`config.mk`:
```
export PLATFORM = sky130hd
export DESIGN_NAME = irq_agg_unit
export DESIGN_NICKNAME = d
export VERILOG_FILES = /design/src/rtl/irq_agg_pkg.sv /design/src/rtl/irq_agg_decode.sv /design/src/rtl/irq_agg_cause.sv /design/src/rtl/irq_agg_enables.sv /design/src/rtl/irq_agg_out.sv /design/src/rtl/irq_agg_unit.sv
export SDC_FILE = /design/constraint.sdc
export NUM_CORES = 1
export LEC_CHECK = 0
export BUFFER_PORTS_ARGS = -buffer_cell sky130_fd_sc_hd__buf_2
export CORE_ASPECT_RATIO = 1.5
export CORE_MARGIN = 2
export CORE_UTILIZATION = 45
export DETAILED_ROUTE_END_ITERATION = 8
export GPL_TIMING_DRIVEN = 0
export PLACE_DENSITY = 0.69
export SLEW_MARGIN = 5
export SYNTH_ARGS = -nofsm -noshare
export SYNTH_HDL_FRONTEND = slang
export SYNTH_HIERARCHICAL = 1
export SYNTH_SLANG_ARGS = --single-unit
```
`constraint.sdc`:
```
create_clock -name clk -period 1.9 [get_ports clk]
set_input_delay 0.19 -clock clk [delete_from_list [all_inputs] [get_ports clk]]
set_output_delay 0.19 -clock clk [all_outputs]
set_load 0.02 [all_outputs]
```
`src/rtl/irq_agg_pkg.sv`:
```
package irq_agg_pkg;
  localparam int REG_W  = 32;
  localparam int ADDR_W = 8;

  localparam logic [7:0] OFS_GATE  = 8'h1C;
  localparam logic [7:0] OFS_CAUSE = 8'h20;
  localparam logic [7:0] OFS_MASK  = 8'h28;

  localparam int GATE_BIT     = REG_W - 1;
  localparam int BIT_RX_DATA  = 8;
  localparam int BIT_TX_HALF  = 6;
  localparam int BIT_RX_OVR   = 5;
  localparam int BIT_RX_FULL  = 4;
  localparam int BIT_TX_UDR   = 3;
  localparam int BIT_TX_EMPTY = 2;

  // Collect pulses and live levels into one set vector
  function automatic logic [REG_W-1:0] build_set_vec(
      input logic ovr, input logic half, input logic udr,
      input logic empty, input logic has_data, input logic full);
    logic [REG_W-1:0] v;
    v = '0;
    v[BIT_RX_OVR]   = ovr;
    v[BIT_TX_HALF]  = half;
    v[BIT_TX_UDR]   = udr;
    v[BIT_TX_EMPTY] = empty;
    v[BIT_RX_DATA]  = has_data;
    v[BIT_RX_FULL]  = full;
    return v;
  endfunction

  // Toggle first, then set: a set in the same cycle wins
  function automatic logic [REG_W-1:0] next_cause(
      input logic [REG_W-1:0] cur, input logic [REG_W-1:0] flip,
      input logic [REG_W-1:0] set_v);
    return (cur ^ flip) | set_v;
  endfunction

  function automatic logic want_irq(
      input logic gate, input logic [REG_W-1:0] cause,
      input logic [REG_W-1:0] mask);
    return gate & (|(cause & mask));
  endfunction
endpackage

```
`src/rtl/irq_agg_decode.sv`:
```
module irq_agg_decode
  import irq_agg_pkg::*;
#(
  parameter int AW = ADDR_W,
  parameter int DW = REG_W
) (
  input  logic          wr,
  input  logic [AW-1:0] addr,
  input  logic          gate_q,
  input  logic [DW-1:0] cause_q,
  input  logic [DW-1:0] mask_q,
  output logic          wr_gate,
  output logic          wr_cause,
  output logic          wr_mask,
  output logic [DW-1:0] rdata
);
  logic hit_gate, hit_cause, hit_mask;

  assign hit_gate  = (addr == AW'(OFS_GATE));
  assign hit_cause = (addr == AW'(OFS_CAUSE));
  assign hit_mask  = (addr == AW'(OFS_MASK));

  assign wr_gate  = wr & hit_gate;
  assign wr_cause = wr & hit_cause;
  assign wr_mask  = wr & hit_mask;

  always_comb begin
    rdata = '0;
    if (hit_gate)  rdata[DW-1] = gate_q;
    if (hit_cause) rdata = cause_q;
    if (hit_mask)  rdata = mask_q;
  end
endmodule

```
`src/rtl/irq_agg_cause.sv`:
```
module irq_agg_cause
  import irq_agg_pkg::*;
#(
  parameter int DW = REG_W
) (
  input  logic          clk,
  input  logic          rst_n,
  input  logic          wr_cause,
  input  logic [DW-1:0] wdata,
  input  logic          ev_ovr,
  input  logic          ev_half,
  input  logic          ev_udr,
  input  logic          ev_empty,
  input  logic          lv_has_data,
  input  logic          lv_full,
  output logic [DW-1:0] cause_q
);
  logic [DW-1:0] set_vec;
  logic [DW-1:0] flip_vec;

  assign set_vec  = build_set_vec(ev_ovr, ev_half, ev_udr, ev_empty,
                                  lv_has_data, lv_full);
  assign flip_vec = wr_cause ? wdata : '0;

  always_ff @(posedge clk or negedge rst_n) begin
    if (!rst_n) cause_q <= '0;
    else        cause_q <= next_cause(cause_q, flip_vec, set_vec);
  end

  // bit 0 has no set source, so it follows the toggle alone
  a_r3_toggle_bit0: assert property (@(posedge clk) disable iff (!rst_n)
    wr_cause |=> cause_q[0] == ($past(cause_q[0]) ^ $past(wdata[0])));
  a_r3_hold_bit0: assert property (@(posedge clk) disable iff (!rst_n)
    !wr_cause |=> $stable(cause_q[0]));
  a_r4_overrun_sets: assert property (@(posedge clk) disable iff (!rst_n)
    ev_ovr |=> cause_q[BIT_RX_OVR]);
  a_r5_live_data: assert property (@(posedge clk) disable iff (!rst_n)
    lv_has_data |=> cause_q[BIT_RX_DATA]);
  a_r5_live_full: assert property (@(posedge clk) disable iff (!rst_n)
    lv_full |=> cause_q[BIT_RX_FULL]);
  a_r6_set_beats_toggle: assert property (@(posedge clk) disable iff (!rst_n)
    (ev_udr && wr_cause && wdata[BIT_TX_UDR]) |=> cause_q[BIT_TX_UDR]);
endmodule

```
`src/rtl/irq_agg_enables.sv`:
```
module irq_agg_enables
  import irq_agg_pkg::*;
#(
  parameter int DW = REG_W
) (
  input  logic          clk,
  input  logic          rst_n,
  input  logic          wr_gate,
  input  logic          wr_mask,
  input  logic [DW-1:0] wdata,
  output logic          gate_q,
  output logic [DW-1:0] mask_q
);
  always_ff @(posedge clk or negedge rst_n) begin
    if (!rst_n) begin
      gate_q <= 1'b0;
      mask_q <= '0;
    end else begin
      if (wr_gate) gate_q <= wdata[DW-1];
      if (wr_mask) mask_q <= wdata;
    end
  end

  a_r2_gate_hold: assert property (@(posedge clk) disable iff (!rst_n)
    !wr_gate |=> $stable(gate_q));
  a_r7_mask_hold: assert property (@(posedge clk) disable iff (!rst_n)
    !wr_mask |=> $stable(mask_q));
endmodule

```
`src/rtl/irq_agg_out.sv`:
```
module irq_agg_out
  import irq_agg_pkg::*;
#(
  parameter int DW = REG_W
) (
  input  logic          clk,
  input  logic          rst_n,
  input  logic          gate_q,
  input  logic [DW-1:0] cause_q,
  input  logic [DW-1:0] mask_q,
  output logic          irq_q
);
  always_ff @(posedge clk or negedge rst_n) begin
    if (!rst_n) irq_q <= 1'b0;
    else        irq_q <= want_irq(gate_q, cause_q, mask_q);
  end

  a_r8_irq_rises: assert property (@(posedge clk) disable iff (!rst_n)
    (gate_q && ((cause_q & mask_q) != '0)) |=> irq_q);
  a_r8_irq_falls: assert property (@(posedge clk) disable iff (!rst_n)
    (!gate_q || ((cause_q & mask_q) == '0)) |=> !irq_q);
endmodule

```
`src/rtl/irq_agg_unit.sv`:
```
module irq_agg_unit
  import irq_agg_pkg::*;
#(
  parameter int AW = ADDR_W,
  parameter int DW = REG_W
) (
  input  logic          clk,
  input  logic          rst_n,
  input  logic          bus_wr,
  input  logic [AW-1:0] bus_addr,
  input  logic [DW-1:0] bus_wdata,
  output logic [DW-1:0] bus_rdata,
  input  logic          ev_rx_overrun,
  input  logic          ev_tx_half_empty,
  input  logic          ev_tx_underrun,
  input  logic          ev_tx_empty,
  input  logic          rx_has_data,
  input  logic          rx_is_full,
  output logic          irq
);
  logic          wr_gate, wr_cause, wr_mask;
  logic          gate_q;
  logic [DW-1:0] cause_q, mask_q;

  irq_agg_decode #(.AW(AW), .DW(DW)) u_decode (
    .wr(bus_wr), .addr(bus_addr), .gate_q(gate_q), .cause_q(cause_q),
    .mask_q(mask_q), .wr_gate(wr_gate), .wr_cause(wr_cause),
    .wr_mask(wr_mask), .rdata(bus_rdata));

  irq_agg_cause #(.DW(DW)) u_cause (
    .clk(clk), .rst_n(rst_n), .wr_cause(wr_cause), .wdata(bus_wdata),
    .ev_ovr(ev_rx_overrun), .ev_half(ev_tx_half_empty),
    .ev_udr(ev_tx_underrun), .ev_empty(ev_tx_empty),
    .lv_has_data(rx_has_data), .lv_full(rx_is_full), .cause_q(cause_q));

  irq_agg_enables #(.DW(DW)) u_enables (
    .clk(clk), .rst_n(rst_n), .wr_gate(wr_gate), .wr_mask(wr_mask),
    .wdata(bus_wdata), .gate_q(gate_q), .mask_q(mask_q));

  irq_agg_out #(.DW(DW)) u_out (
    .clk(clk), .rst_n(rst_n), .gate_q(gate_q), .cause_q(cause_q),
    .mask_q(mask_q), .irq_q(irq));
endmodule

```
==> reports/metrics.cfg, run 1 <==
[route]
drt_iter0_markers=117
remaining_drc_errors=0
wirelength_um=8020
num_vias=2453
drt_pass1_iterations=4
met1Wirelength_um=3340
routedWlPerCell_um=16.8
drtAntennaViolNets=0
dr_wl_met3_um=390
dr_wl_met2_um=4110
topRoutingLayerUsed=met4
viasPerCell=5.15

[synthesis]
syn_avg_cell_area_um2=12.2
synth_ff_type=dfrtp_1
async_flop_share_pct=100
synth_most_common_cell=dfrtp_1
synth_area_leaders=dfrtp_1 (48%), mux2_4 (13%), mux2i_1 (9.1%)
yosys.area.top_type=dfrtp_1
synth_common_cells=dfrtp_1 (66), nor2_1 (33), mux2i_1 (31), mux2_4 (30), nand2_1 (28)
synth_edf_count=0
synth_cell_types=25
syn-cell-area_um2=3420
synthesis.nets=329
synth.top_cell.area_share_pct=48.3
postSynthCellCount=280
ys_warn_count=6
ys_ff_latch=66
seq_area_frac_synth_pct=48.3

[sta]
finalSetupViolations=0
tightest_slew_ns=0.837
hold_viol=0
slew_headroom_pct=44.2
clock_skew_ns=0.00485
rsz0062_at_grt=no
fmax_mhz=638
tns_ns=0
min_period_ns=1.57
fin_crit_sh_pct=82.5
slew_violations=0

[global_route]
grt_pass1_vias=2623
overflow=0
grt_pass1_wl_um=12900
antenna_found_initial=0
track_usage_pct=20.9
grt_start_max_net_pins=67

[cts]
cts-root-buf=clkbuf_8
clk_pin_slew_ns=0.07
clockBufferDepth=2
htreeDepth=3
cts_tree=yes
numCtsBuffers=9
clkLatencyLatePin_ns=0.35
clock_sinks=66
post_cts_resized=0

[cells_and_area]
finalNonFillerCells=476
syn_to_final_growth_pct=21.7
final_nets=421
diodes=0
final_util_pct=56.8
drive_above_1_share_pct=38.6
post-route-cell-area_um2=4160

[placement]
place_hpwl_um=5760
io_buffers=80
placed_area_um2=3950
gp_congestion=0.752
dp.cells=460

[power]
p_seq_share_pct=50.8
p_int_w=0.00231
p_comb_share_pct=8.7
clkPwrFrac_pct=40.5
leakage_nw=2.05
ir_worst_vdd_mv=0.398
p_total_w=0.00300
p_switching_w=0.000689
switching_share_pct=22.9
p_per_area_nw_per_um2=722

[min_path]
min_path_type=primary input to flip-flop

[floorplanning]
fp.dieH_um=111
ioPinCount=82
start_util_pct=46.7
rows=38
core_um2=7320
fp.dieArea_um2=8320
fp.dieW_um=75.2

[worst_setup_path]
crit_fanout=10
endpoint_kind=output pin
worst_setup_path_start_kind=primary input
crit_arrival_ns=1.38
crit_type=primary input to output pin
required_ns=1.71

[status]
status=finished clean

[flow_run]
max_cap_violations=0

==> cell type report <==
| class | instances | area, um^2 |
|---|---|---|
| buffer | 15 | 163 |
| clock buffer | 13 | 169 |
| clock inverter | 2 | 35.0 |
| fill | 679 | 3160 |
| inverter | 1 | 3.75 |
| multi-input combinational | 198 | 1600 |
| sequential | 66 | 1650 |
| tap | 100 | 125 |
| timing repair buffer | 81 | 413 |
==> power by group through the flow <==
| stage | clock [W] | sequential [W] | combinational, W |
|---|---|---|---|
| final | 0.00121 | 0.00153 | 0.000261 |
| after global routing | 0.00130 | 0.00153 | 0.000287 |
| after CTS | 0.00125 | 0.00153 | 0.000265 |
| after detailed placement | 0 | 0.00155 | 0.000263 |
| after global placement | 0 | 0.00155 | 0.000255 |
| after floorplan | 0 | 0.00154 | 0.000144 |
==> metrics by stage <==
stage	hold WS [ns]	setup WS, ns
after global placement	0.388	0.0709
final	0.0271	0.333
after floorplan	-0.106	0.408
after global routing	0.0276	0.239
after detailed placement	0.342	0.0251
after CTS	0.0114	0.325
==> path summary, 6_finish.rpt <==
kind / from / endpoint / slack [ns] / cells past startpoint
setup / recovery: bus_addr[1] / bus_rdata[14] / 0.33 / 6
hold / removal: ev_rx_overrun / u_cause/cause_q[5] / 0.03 / 2
setup reg to reg: u_cause/cause_q[11] / u_out/irq_q / 0.56 / 3
hold reg to reg: u_cause/cause_q[20] / u_cause/cause_q[20] / 0.49 / 1
max in group asynchronous: rst_n / u_enables/mask_q[9] / 0.86 / 2
min in group asynchronous: rst_n / u_enables/mask_q[27] / 0.48 / 2
==> cell usage in the layout (no fill, tap or decap) <==
master and count:
buf_4 3, mux2_2 3, o21bai_1 6, nand2_1 28, bufinv_16 1, dlygate4sd3_1 1
o32ai_1 1, dfrtp_1 66, nand4_1 4, buf_12 3, clkbuf_1 1, nand2_2 1
xnor2_1 26, nand4b_1 1, and4b_1 1, clkinv_2 1, mux2i_1 31, o41a_1 1
buf_2 83, nor4_4 1, inv_1 1, nor2_1 33, nor3b_1 2, buf_6 6
clkbuf_8 12, mux2_4 30, a22oi_1 15, a21oi_1 7, a22oi_2 1, and3_1 6
==> logic make-up (layout without fill, tap and decap cells) <==
family          after synthesis  after routing  synth area share, %
xor+xnor                     26             26                 6.66
simple gates                 77             77                 10.3
flops                        66             66                 48.3
buf+inv                      16            112                 4.87
compound gates               31             31                 6.59
mux                          64             64                 23.2
==> flip-flops by register name (all words and copies together) (netlist names) <==
signal / count
u_enables/mask_q: 32
u_enables/gate_q: 1
u_cause/cause_q: 32
u_out/irq_q: 1
==> metal layers <==
metal  track usage (%)  vias up
met1              26.1     1207
met2              34.0       76
li1                  -     1155
met5                 0        -
met4              10.1        0
met3              3.73       15
==> critical path, cell delays in order <==
cell     delay, ns
buf_2         0.12
nor4_4        0.33
nand2_2       0.19
buf_6         0.20
nor2_1        0.16
buf_2         0.19
==> timing repair <==
action	in CTS	in global routing
setup buffers	0	0
hold endpoints to repair	66	0
hold buffers	1	0
No activity file was read; power rests on OpenSTA's default activity.
==> inputs of run 2 (changes only) <==
Settings changed: PLACE_DENSITY 0.69 to 0.72.
Clock period 1.9 ns to 1.3 ns, I/O delays scaled along.
==> reports/metrics.cfg, run 2 (synthesis gave the netlist of run 1 again) <==
[worst_setup_path]
worst_setup_path_start_kind=flip-flop
crit_fanout=2
crit_arrival_ns=1.32
required_ns=1.17
crit_type=flip-flop to output pin
endpoint_kind=output pin

[route]
drt_pass1_iterations=4
wirelength_um=10000
num_vias=2793
remaining_drc_errors=0
drtAntennaViolNets=0
routedWlPerCell_um=19.2
drt_iter0_markers=177
viasPerCell=5.36

[placement]
gp_congestion=0.789
place_hpwl_um=5840
dpl_worst_slack_ns=-0.465
io_buffers=80
placed_area_um2=4010

[sta]
rsz0062_at_grt=yes
slew_headroom_pct=43.2
slew_violations=0
min_period_ns=1.45
fmax_mhz=690
finalSetupViolations=94
setup_ws_ns=-0.149
fin_crit_sh_pct=111
clock_skew_ns=0.00302
hold_viol=0
holdWs_ns=0.0306
tightest_slew_ns=0.852

[floorplanning]
core_um2=7320
fp.dieH_um=111
fp.dieW_um=75.2
start_util_pct=46.7
rows=38
ioPinCount=82
fp.dieArea_um2=8320

[cells_and_area]
final_nets=466
post-route-cell-area_um2=5330
final_cell_mix=dfrtp_1 (65), buf_2 (45), buf_6 (34)
fillCellCount=497
diodes=0
final_util_pct=72.7
mostFrequentLayoutCell=dfrtp_1
drive_above_1_share_pct=62.5
syn_to_final_growth_pct=55.8
largestRegisters=u_cause/cause_q (32), u_enables/mask_q (32)

[global_route]
grt_pass1_vias=2857
grt_pass1_wl_um=14600
grt_use_met3_pct=5.45
use_met1_pct=28.5
busiest_layer=met2
antenna_found_initial=0
track_usage_pct=24.0
overflow=0
met2_usage_pct=40.8
grt_start_max_net_pins=67

[status]
failed_checks=setup timing
status=finished, violations left

[min_path]
min_path_type=primary input to flip-flop

[power]
leakage_nw=2.37
ir_worst_vdd_mv=0.552
p_per_area_nw_per_um2=809

[cts]
clockBufferDepth=2
cts-root-buf=clkbuf_8
htreeDepth=3
clock_sinks=66
cts_tree=yes
clkLatencyLatePin_ns=0.35
numCtsBuffers=9
clk_pin_slew_ns=0.07

[flow_run]
max_cap_violations=0

run 2: cell count changes in the layout (fill, tap and decap cells not counted), moves of 28 or more:
cell and delta:
buf_2 -38, buf_4 +30, buf_6 +28, nor2_1 -32, nor2_4 +30
run 2: per-layer routing:
layer	routed length, um	up-vias
met5	0	-
met4	321	0
met3	472	26
met2	5370	105
met1	3850	1407
li1	-	1255
run 2: through the flow:
| step | TNS [ns] | cells | power, W |
|---|---|---|---|
| after floorplan | -4.99 | 280 | 0.00246 |
| after global placement | -34.22 | 460 | 0.00264 |
| after detailed placement | -29.71 | 460 | 0.00266 |
| after CTS | -7.67 | 506 | 0.00426 |
| after global routing | -11.59 | 521 | 0.00447 |
| final | -7.14 | 521 | 0.00431 |
run 2: what timing repair did:
| action | 4_1_cts | 5_1_grt |
|---|---|---|
| gates resized for setup | 107 | 65 |
| hold endpoints to repair | 72 | 0 |
| pin swaps | 11 | 32 |
| cloned | 4 | 2 |
| hold buffers | 7 | 0 |
| buffers inserted | 20 | 13 |
| setup endpoints to repair | 87 | 97 |
run 2: report_power, final:
part	leakage, nW	switching, W	internal [W]	total [W]
Clock	0.0920	0.000758	0.000776	0.00153
Sequential	0.878	0.0000971	0.00214	0.00224
Combinational	1.40	0.000250	0.000282	0.000532
run 2: worst max-delay path, cell delays in order (launching register included):
cell,delay [ns]
dfrtp_1,0.38
and4b_1,0.19
a21oi_2,0.13
o32ai_2,0.10
buf_4,0.17
run 2: final timing paths:
check	from	end	slack, ns	cells after the start
max in group asynchronous	rst_n	u_cause/cause_q[21]	0.25	2
max	u_enables/gate_q	bus_rdata[31]	-0.15	4
max reg2reg	u_enables/mask_q[23]	u_out/irq_q	-0.06	4
min reg2reg	u_cause/cause_q[0]	u_cause/cause_q[0]	0.49	1
min in group asynchronous	rst_n	u_enables/mask_q[27]	0.43	2
min	bus_wdata[5]	u_enables/mask_q[5]	0.03	2
run 2: cell type report:
cell class / instances / area (um^2) / share of cell area, %
inverter: 1 / 3.75 / 0.0705
clock buffer: 12 / 155 / 2.91
sequential: 66 / 1650 / 31.0
multi-input combinational: 198 / 2000 / 37.5
clock inverter: 3 / 15.0 / 0.282
buffer: 15 / 228 / 4.28
tap: 100 / 125 / 2.35
timing repair buffer: 126 / 1150 / 21.6
==> inputs of run 3 (changes only) <==
Settings changed: BUFFER_PORTS_ARGS -buffer_cell sky130_fd_sc_hd__buf_2 to -buffer_cell sky130_fd_sc_hd__clkbuf_2.
==> reports/metrics.cfg, run 3 (synthesis gave the netlist of run 1 again) <==
[status]
status=finished, violations left
failed_checks=setup timing

[cells_and_area]
final_cell_mix=dfrtp_1 (66), clkbuf_2 (45), buf_4 (41)
syn_to_final_growth_pct=53.3
largestRegisters=u_cause/cause_q (32), u_enables/mask_q (32)
final_util_pct=71.5
final_nets=469
diodes=0
drive_above_1_share_pct=61.1
mostFrequentLayoutCell=dfrtp_1

[sta]
slew_violations=0
finalSetupViolations=74
fmax_mhz=691
slew_headroom_pct=78.8
tns_ns=-3.95
clock_skew_ns=0.00542
setup_ws_ns=-0.146
hold_viol=0
tightest_slew_ns=0.318
fin_crit_sh_pct=111
rsz0062_at_grt=yes
min_period_ns=1.45

[route]
remaining_drc_errors=0
drt_iter0_markers=151
viasPerCell=5.22
wirelength_um=9480
routedWlPerCell_um=18.1
drtAntennaViolNets=0
drt_pass1_iterations=4
num_vias=2733

[floorplanning]
fp.dieW_um=75.2
rows=38
ioPinCount=82
fp.dieH_um=111
start_util_pct=46.7
fp.dieArea_um2=8320
core_um2=7320

[placement]
place_hpwl_um=5790
dpl_worst_slack_ns=-0.436
io_buffers=80
gp_congestion=0.789

[cts]
cts-root-buf=clkbuf_8
cts_tree=yes
clock_sinks=66
clk_pin_slew_ns=0.07
numCtsBuffers=9
htreeDepth=3
clockBufferDepth=2
clkLatencyLatePin_ns=0.34

[global_route]
antenna_found_initial=0
grt_use_met3_pct=4.36
overflow=0
grt_start_max_net_pins=65
use_met1_pct=29.9
grt_pass1_wl_um=14500
grt_pass1_vias=2769
busiest_layer=met2
track_usage_pct=23.9
met2_usage_pct=39.2

[worst_setup_path]
rr_endpoint=u_out/irq_q
crit_arrival_ns=1.68
crit_fanout=5
worst_setup_path_start_kind=primary input
endpoint=u_enables/mask_q[19]
required_ns=1.53
crit_type=primary input to flip-flop
reg2reg_slack_ns=-0.03
r2r_cells=3
startpoint=bus_addr[1]
r2r-start=u_cause/cause_q[11]
endpoint_kind=flip-flop

[power]
ir_worst_vdd_mv=0.610
p_per_area_nw_per_um2=803
p_total_w=0.00421
leakage_nw=2.35

[flow_run]
max_cap_violations=0

[min_path]
min_path_type=primary input to flip-flop
min_path_cells=3

==> run 3: cell types whose count changed in the layout (fill, tap and decap cells not counted), sizes merged <==
cell	change
clkinv	-3
nand2	+1
buf	-51
clkbuf	+56
==> run 3: worst max-delay path, stage by stage <==
cell and delay (ns):
buf_6 0.10, nor4_4 0.26, buf_6 0.16, nand2_8 0.09, buf_6 0.13, nor2_4 0.10
buf_8 0.15, buf_12 0.12, buf_12 0.12, mux2_4 0.30
==> run 3: report_power, final <==
part	leakage (nW)	total, W	switching, W	internal [W]
Combinational	1.40	0.000561	0.000251	0.000310
Clock	0.0718	0.00141	0.000718	0.000687
Sequential	0.880	0.00224	0.0000958	0.00214
==> run 3: how the worst min path moves through the flow <==
| stage | slack [ns] | endpoint | startpoint |
|---|---|---|---|
| detailed placement | -0.04 | u_cause/cause_q[27] | rst_n |
| CTS | 0.02 | u_cause/cause_q[11] | bus_wdata[11] |
| floorplan | -0.17 | u_cause/cause_q[0] | rst_n |
| global placement | 0.33 | u_cause/cause_q[4] | rx_is_full |
| global route | 0.02 | u_cause/cause_q[7] | bus_wdata[7] |
| finish | 0.03 | u_cause/cause_q[17] | bus_wdata[17] |
==> run 3: metal layers <==
metal	wire, um	vias up	part of all wire [%]
met1	3840	1373	41
met4	233	0	2.5
li1	-	1256	-
met2	4960	87	52
met3	441	17	4.7
met5	0	-	0
==> run 3: final cells by class <==
cell class | instances | area (um^2)
Timing Repair Buffer | 128 | 1120
Clock buffer | 15 | 146
Sequential cell | 66 | 1650
Fill cell | 503 | 2080
Multi-Input combinational cell | 199 | 1980
Tap cell | 100 | 125
Inverter | 1 | 3.75
Buffer | 15 | 209
==> run 3: stage by stage <==
step                hold WS [ns]  instances  instance area (um^2)
finish                    0.0294        524                  5240
global route              0.0249        524                  5240
CTS                       0.0185        510                  4970
detailed placement       -0.0393        461                  4040
global placement           0.328        460                  4010
floorplan                 -0.166        280                  3490
==> run 3: timing repair <==
item,in CTS,in global routing
hold buffers,7,0
buffers inserted,23,15
cloned,4,0
gates resized for setup,115,61
pin swaps,10,7
setup endpoints to repair,83,97
endpoints found under the hold margin,72,0
